`config.mk`:
```
export PLATFORM = sky130hd
export DESIGN_NAME = attr_pixel_serializer
export DESIGN_NICKNAME = d
export VERILOG_FILES = /design/src/rtl/pxs_pkg.sv /design/src/rtl/pxs_shifter.sv /design/src/rtl/pxs_attr_buf.sv /design/src/rtl/pxs_colour_sel.sv /design/src/rtl/attr_pixel_serializer.sv
export SDC_FILE = /design/constraint.sdc
export NUM_CORES = 1
export LEC_CHECK = 0
export BUFFER_PORTS_ARGS = -buffer_cell sky130_fd_sc_hd__buf_4
export CAP_MARGIN = 20
export CORE_ASPECT_RATIO = 0.8
export CORE_MARGIN = 2
export CORE_UTILIZATION = 64
export DETAILED_ROUTE_END_ITERATION = 8
export HOLD_SLACK_MARGIN = 0.06
export PLACE_DENSITY = 0.81
export SLEW_MARGIN = 20
export SYNTH_ARGS = -nofsm -noshare
export SYNTH_HDL_FRONTEND = slang
export SYNTH_SLANG_ARGS = --single-unit
```
`constraint.sdc`:
```
create_clock -name clk -period 2.4 [get_ports clk]
set_input_delay 0.36 -clock clk [delete_from_list [all_inputs] [get_ports clk]]
set_output_delay 0.36 -clock clk [all_outputs]
set_load 0.05 [all_outputs]
```
`src/rtl/pxs_pkg.sv`:
```
package pxs_pkg;

   typedef enum logic {
      TAG_BITMAP = 1'b0,
      TAG_ATTR   = 1'b1
   } byte_tag_e;

   localparam logic [1:0] SCALE_X1 = 2'd0;
   localparam logic [1:0] SCALE_X2 = 2'd1;
   localparam logic [1:0] SCALE_X3 = 2'd2;

   // last hold count for a pixel; unused code falls back to x1
   function automatic logic [1:0] hold_last_of(input logic [1:0] code);
      case (code)
         SCALE_X2: hold_last_of = 2'd1;
         SCALE_X3: hold_last_of = 2'd2;
         default:  hold_last_of = 2'd0;
      endcase
   endfunction

endpackage

```
`src/rtl/pxs_shifter.sv`:
```
module pxs_shifter #(
   parameter int BYTE_W = 8,
   parameter int HOLD_W = 2
) (
   input  logic              clk,
   input  logic              rst_n,
   input  logic              clear,
   input  logic              load,
   input  logic [BYTE_W-1:0] load_data,
   input  logic [HOLD_W-1:0] hold_last,
   output logic              active,
   output logic              out_bit,
   output logic              hold_end,
   output logic              at_last
);
   localparam int BIT_W = (BYTE_W > 1) ? $clog2(BYTE_W) : 1;
   localparam logic [BIT_W-1:0] LAST_BIT = BIT_W'(BYTE_W - 1);

   logic [BYTE_W-1:0] sh_q;
   logic [HOLD_W-1:0] hold_q;
   logic [BIT_W-1:0]  cnt_q;
   logic              act_q;

   assign active   = act_q;
   assign out_bit  = sh_q[BYTE_W-1];
   assign hold_end = (hold_q == hold_last);
   assign at_last  = act_q && hold_end && (cnt_q == LAST_BIT);

   always_ff @(posedge clk or negedge rst_n) begin
      if (!rst_n) begin
         sh_q   <= '0;
         hold_q <= '0;
         cnt_q  <= '0;
         act_q  <= 1'b0;
      end else if (clear) begin
         act_q  <= 1'b0;
         hold_q <= '0;
         cnt_q  <= '0;
      end else if (load) begin
         sh_q   <= load_data;
         act_q  <= 1'b1;
         hold_q <= '0;
         cnt_q  <= '0;
      end else if (act_q) begin
         if (hold_end) begin
            hold_q <= '0;
            if (cnt_q == LAST_BIT) begin
               act_q <= 1'b0;
            end else begin
               cnt_q <= cnt_q + 1'b1;
               sh_q  <= {sh_q[BYTE_W-2:0], 1'b0};
            end
         end else begin
            hold_q <= hold_q + 1'b1;
         end
      end
   end

   // upstream reloads only from idle or on the final pixel slot
   p_load_spacing_r3: assert property (@(posedge clk) disable iff (!rst_n)
      (load && !clear && act_q) |-> at_last);

   p_drain_r3: assert property (@(posedge clk) disable iff (!rst_n)
      (at_last && !load && !clear) |=> !act_q);

endmodule

```
`src/rtl/pxs_attr_buf.sv`:
```
module pxs_attr_buf #(
   parameter int DEPTH  = 40,
   parameter int DATA_W = 8,
   parameter int IDX_W  = 7
) (
   input  logic              clk,
   input  logic              rst_n,
   input  logic              wr_en,
   input  logic [IDX_W-1:0]  wr_idx,
   input  logic [DATA_W-1:0] wr_data,
   input  logic [IDX_W-1:0]  rd_idx,
   output logic [DATA_W-1:0] rd_data
);
   localparam int ADDR_W = (DEPTH > 1) ? $clog2(DEPTH) : 1;

   if (IDX_W < ADDR_W) begin : g_bad_idx
      $error("pxs_attr_buf: IDX_W too narrow for DEPTH");
   end

   logic [DATA_W-1:0] mem [DEPTH];

   always_ff @(posedge clk or negedge rst_n) begin
      if (!rst_n) begin
         for (int i = 0; i < DEPTH; i++) mem[i] <= '0;
      end else if (wr_en && (int'(wr_idx) < DEPTH)) begin
         mem[wr_idx[ADDR_W-1:0]] <= wr_data;
      end
   end

   always_comb begin
      if (int'(rd_idx) < DEPTH) rd_data = mem[rd_idx[ADDR_W-1:0]];
      else                      rd_data = '0;
   end

endmodule

```
`src/rtl/pxs_colour_sel.sv`:
```
module pxs_colour_sel #(
   parameter int               COLOUR_W = 4,
   parameter logic [COLOUR_W-1:0] FG_PLAIN = '1,
   parameter logic [COLOUR_W-1:0] BG_PLAIN = '0,
   parameter logic [COLOUR_W-1:0] BLANK    = '0
) (
   input  logic                  active,
   input  logic                  pix_bit,
   input  logic                  attr_mode,
   input  logic [2*COLOUR_W-1:0] attr,
   output logic [COLOUR_W-1:0]   colour
);
   always_comb begin
      if (!active)        colour = BLANK;
      else if (attr_mode) colour = pix_bit ? attr[2*COLOUR_W-1:COLOUR_W] : attr[COLOUR_W-1:0];
      else                colour = pix_bit ? FG_PLAIN : BG_PLAIN;
   end
endmodule

```
`src/rtl/attr_pixel_serializer.sv`:
```
module attr_pixel_serializer
   import pxs_pkg::*;
#(
   parameter int          COLOUR_W     = 4,
   parameter int          ROW_W        = 3,
   parameter int          BUF_DEPTH    = 40,
   parameter int          MAX_FETCH    = 80,
   parameter bit          ATTR_SUPPORT = 1'b1,
   parameter logic [COLOUR_W-1:0] FG_PLAIN = 4'hF,
   parameter logic [COLOUR_W-1:0] BG_PLAIN = 4'h8,
   parameter logic [COLOUR_W-1:0] BLANK    = 4'h0
) (
   input  logic                  clk,
   input  logic                  rst_n,
   input  logic                  line_start,
   input  logic [ROW_W-1:0]      char_row,
   input  logic [1:0]            cfg_scale,
   input  logic                  cfg_attr_en,
   input  logic                  cfg_attr_shared,
   input  logic                  in_valid,
   input  logic                  in_tag,
   input  logic [2*COLOUR_W-1:0] in_data,
   output logic [COLOUR_W-1:0]   pix_colour,
   output logic                  pix_active
);
   localparam int BYTE_W = 2 * COLOUR_W;
   localparam int CNT_W  = $clog2(MAX_FETCH + 2);
   localparam logic [CNT_W-1:0] CNT_SAT = CNT_W'(MAX_FETCH + 1);

   if (BUF_DEPTH < 1 || BUF_DEPTH > MAX_FETCH) begin : g_bad_depth
      $error("attr_pixel_serializer: BUF_DEPTH out of range");
   end
   if (ROW_W < 1) begin : g_bad_row
      $error("attr_pixel_serializer: ROW_W must be positive");
   end

   // ---------------- byte classification ----------------
   logic take, load, attr_seen, first_row;
   assign take      = in_valid && !line_start;
   assign load      = take && (in_tag == TAG_BITMAP);
   assign attr_seen = take && (in_tag == TAG_ATTR);
   assign first_row = (char_row == '0);

   // ---------------- per-line counters ----------------
   logic [CNT_W-1:0] col_q, attr_q, fetch_q;

   always_ff @(posedge clk or negedge rst_n) begin
      if (!rst_n) begin
         col_q   <= '0;
         attr_q  <= '0;
         fetch_q <= '0;
      end else if (line_start) begin
         col_q   <= '0;
         attr_q  <= '0;
         fetch_q <= '0;
      end else begin
         if (load && col_q != CNT_SAT) col_q <= col_q + 1'b1;
         if (attr_seen && cfg_attr_en && first_row && attr_q != CNT_SAT)
            attr_q <= attr_q + 1'b1;
         if (take && fetch_q != CNT_SAT) fetch_q <= fetch_q + 1'b1;
      end
   end

   // ---------------- attribute source ----------------
   logic [CNT_W-1:0]  rd_idx;
   logic [BYTE_W-1:0] attr_rd;
   logic [BYTE_W-1:0] cur_attr_q;
   logic              cur_mode_q;

   assign rd_idx = cfg_attr_shared ? (col_q >> 1) : col_q;

   if (ATTR_SUPPORT) begin : g_attr
      logic attr_wr;
      assign attr_wr = attr_seen && cfg_attr_en && first_row;
      pxs_attr_buf #(
         .DEPTH  (BUF_DEPTH),
         .DATA_W (BYTE_W),
         .IDX_W  (CNT_W)
      ) i_buf (
         .clk     (clk),
         .rst_n   (rst_n),
         .wr_en   (attr_wr),
         .wr_idx  (attr_q),
         .wr_data (in_data),
         .rd_idx  (rd_idx),
         .rd_data (attr_rd)
      );
   end else begin : g_plain
      assign attr_rd = '0;
   end

   always_ff @(posedge clk or negedge rst_n) begin
      if (!rst_n) begin
         cur_attr_q <= '0;
         cur_mode_q <= 1'b0;
      end else if (load) begin
         cur_mode_q <= ATTR_SUPPORT && cfg_attr_en;
         cur_attr_q <= (ATTR_SUPPORT && cfg_attr_en) ? attr_rd : '0;
      end
   end

   // ---------------- serializer ----------------
   logic sh_bit, hold_end, at_last;

   pxs_shifter #(
      .BYTE_W (BYTE_W),
      .HOLD_W (2)
   ) i_shift (
      .clk       (clk),
      .rst_n     (rst_n),
      .clear     (line_start),
      .load      (load),
      .load_data (in_data),
      .hold_last (hold_last_of(cfg_scale)),
      .active    (pix_active),
      .out_bit   (sh_bit),
      .hold_end  (hold_end),
      .at_last   (at_last)
   );

   pxs_colour_sel #(
      .COLOUR_W (COLOUR_W),
      .FG_PLAIN (FG_PLAIN),
      .BG_PLAIN (BG_PLAIN),
      .BLANK    (BLANK)
   ) i_colour (
      .active    (pix_active),
      .pix_bit   (sh_bit),
      .attr_mode (cur_mode_q),
      .attr      (cur_attr_q),
      .colour    (pix_colour)
   );

   // ---------------- assertions ----------------
   p_hold_stable_r3: assert property (@(posedge clk) disable iff (!rst_n)
      (pix_active && !hold_end && !load && !line_start) |=>
         (pix_active && $stable(pix_colour)));

   p_line_blank_r5: assert property (@(posedge clk) disable iff (!rst_n)
      line_start |=> !pix_active);

   p_fetch_budget_r5: assert property (@(posedge clk) disable iff (!rst_n)
      fetch_q <= CNT_W'(MAX_FETCH));

   p_attr_col_bound_r7: assert property (@(posedge clk) disable iff (!rst_n)
      (load && cfg_attr_en) |-> (int'(rd_idx) < BUF_DEPTH));

   p_last_ends_r2: assert property (@(posedge clk) disable iff (!rst_n)
      (at_last && !load && !line_start) |=> !pix_active);

endmodule

```
==> impl_metrics.ini <==
[placed_design]
dp_cells = 1957
dp.final_hpwl_um = 32500
portBuffers = 24
gp_routability_congestion = 0.889

[sta]
fin_crit_sh = 0.984
finalClockSkew_ns = 0.0206
min_period_ns = 2.36
max_freq_mhz = 423
relSlewSlack = 0.567
tightestPinTransition_ns = 0.650
maxSlewViolCount = 0
rsz0062_at_grt = yes
totalNegativeSetupSlack_ns = 0
finalSetupViolations = 0
hold_violations = 0

[cts]
h-tree-depth = 2
cts_sinks = 357
root_buffer = clkbuf_16
insertion_delay_ns = 0.54
cts.clk_slew.worst_paths_ns = 0.06
cts_tree = built
clock_path_buffers = 3
numCtsBuffers = 37

[global_routing]
grt_max_degree = 69
grt_pass1_wl_um = 79900
antenna_found_initial = 1
grt.total_usage = 0.335
grt_remaining_overflow = 0
first_global_vias = 14000

[drt]
met2_wirelength_um = 24000
wl_um = 51400
wl_per_cell_um = 25.3
post-route-drc-count = 0
dr.first_iter.drc_count = 1248
m1WireLength_um = 21800
num_vias = 13700
dr_wl_met3_um = 4270
dr.pass1.iters = 5
avgViaCountPerCell = 6.74
antenna_left = 0
routed.top_layer = met4

[layout]
fill_cells = 1825
post_route_cells_drive_above_1_share = 0.373
ff_latch_area_mm2 = 0.00894
multi_input_comb_area_mm2 = 0.00963
nets = 1657
area_delta_synth_final_pct = 15.5
finalNonFillerCells = 2034

[logic_synthesis]
synth.area.mux_share = 0.352
ys_types = 56
synth.net_count = 1578
yosys_most_used_dff = dfrtp_1
syn_inst = 1552
ys_warn_count = 0
yosysTopAreaCellShare = 0.470
yosysSeqAreaShare = 0.470
synthSimpleGateAreaFrac = 0.0705
synth_top_family_by_area = multiplexers
ys_top_cells_by_count = dfrtp_1 (357), mux2_2 (327), mux2i_1 (260)
ys_top_cells_by_area = dfrtp_1 (47%), mux2_2 (19%), mux2i_1 (14%)
synth_fa_ha_area_frac = 0.00395
ys_ff_latch = 357
async_flop_share = 1.00
synth_xor_area_frac = 0.00645
syn-mean-instance-area_um2 = 12.2
synth_edf_count = 0
synth_largest_area_cell = dfrtp_1
synth-compound-area-share = 0.0698
post-synth-top-count-cell = dfrtp_1
netlist_area_mm2 = 0.0190

[pwr]
p_total_mw = 12.9
worst_ir_drop_vdd_uv = 612
power_frac_seq = 0.479
switching_power_mw = 3.12
internal_power_mw = 9.81
power_switching_share = 0.241
powerDensity_mw_per_mm2 = 589
p_comb_frac = 0.082
p_leak_nw = 9.71
p_clk_frac = 0.439

[run]
max_cap_violations = 0

[critical_path]
critPathKind = reg2reg
reg2reg_depth = 9
r2r-start = col_q[1]
crit_start = col_q[1]
crit_arrival_ns = 2.74
cp-start-kind = register
critPathMaxFanout = 14
endpoint_kind = register
required_ns = 2.78

[die]
dieArea_mm2 = 0.0311
die-width_um = 197
io_pins = 25
die_h_um = 158
fp.coreArea_mm2 = 0.0293
initial_core_util = 0.649
rows = 56

[hold_path]
hold_start = cfg_scale[1]
holdPathStages = 4
hp-class = in2reg

[outcome]
status = finished, final reports clean
-- worst paths after layout --
| check | end | slack, ns |
|---|---|---|
| setup / recovery | cur_attr_q[5] | 0.04 |
| hold / removal | i_shift.hold_q[1] | 0.14 |
| setup reg to reg | cur_attr_q[5] | 0.04 |
| hold reg to reg | cur_attr_q[1] | 0.50 |
| max in group asynchronous | g_attr.i_buf.mem[132] | 1.22 |
| min in group asynchronous | i_shift.active | 0.40 |
-- layout by cell type (no fill, tap or decap), drive strengths merged, types with 5 or more instances in the layout --
cell type	synthesis	routed
o21ai	43	43
inv	6	7
or3b	5	5
nor3b	6	6
nand3b	6	6
ha	6	6
buf	42	152
and2	5	5
o22ai	139	139
o221ai	8	8
clkbuf	73	62
nor2	84	84
nand2b	7	7
nor3	13	13
a21oi	14	14
nand2	73	73
mux2i	260	260
mux2	329	329
nand4	16	16
dfrtp	357	357
mux4	17	17
xor2	11	11
-- critical path: stages, from the launching register on --
cell,delay [ns]
dfrtp_4,0.57
buf_4,0.18
clkbuf_16,0.19
mux2i_1,0.16
o22ai_1,0.09
o21ai_0,0.31
nand4_1,0.23
nor3_1,0.22
buf_4,0.15
o221ai_1,0.12
-- metrics by stage --
stage               setup slack, ns   util  hold WS (ns)  cell area [µm²]
floorplan                     0.296      -        0.0644            19000
global placement            -0.0510  0.702         0.357            20500
detailed placement          -0.0622  0.702         0.358            20500
CTS                         0.00984  0.742         0.134            21700
global route                -0.0218  0.749         0.174            21900
finish                       0.0375  0.749         0.139            22000
-- power groups by stage --
stage               registers, mW  logic (mW)  clock network, mW
floorplan                    6.27       0.563                  0
global placement             6.30       0.980                  0
detailed placement           6.31        1.01                  0
CTS                          6.20        1.01               5.71
global route                 6.20        1.14               5.95
finish                       6.19        1.06               5.67
-- kinds of logic (layout without fill, tap and decap cells) --
family / Yosys count / count (layout)
mux: 606 / 606
other cells: 0 / 1
buf+inv: 121 / 225
simple gates: 232 / 232
flops: 357 / 357
xor+xnor: 14 / 14
fa+ha+maj: 6 / 6
compound gates: 216 / 216
-- state kept, by name, summed over array words and instances, names as in the netlist --
name              count
g_attr.i_buf.mem    320
attr_q                7
col_q                 7
i_shift.sh_q          8
cur_attr_q            8
i_shift.active        1
cur_mode_q            1
i_shift.cnt_q         3
i_shift.hold_q        2
-- metal layers --
metal	vias to the layer above	GRT usage
li1	5918	-
met1	7072	0.461
met2	616	0.543
met3	101	0.0652
met4	0	0.110
met5	-	0
-- timing repair --
| action | CTS | global route |
|---|---|---|
| cloned | 0 | 2 |
| endpoints found under the hold margin | 57 | 0 |
| pin swaps | 0 | 2 |
| setup endpoints to repair | 1 | 165 |
| hold buffers | 1 | 0 |
| buffers inserted | 0 | 9 |
| resized for setup | 1 | 24 |
-- cell type report --
cell class | count | share of cell area
diodes | 1 | 0.000114
clock buffers | 60 | 0.0526
clock inverters | 4 | 0.00131
inverters | 6 | 0.00103
multi-input cells | 1074 | 0.438
flip-flops and latches | 357 | 0.407
well taps | 377 | 0.0215
repair buffers | 155 | 0.0776
No activity file was read; power rests on OpenSTA's default activity.
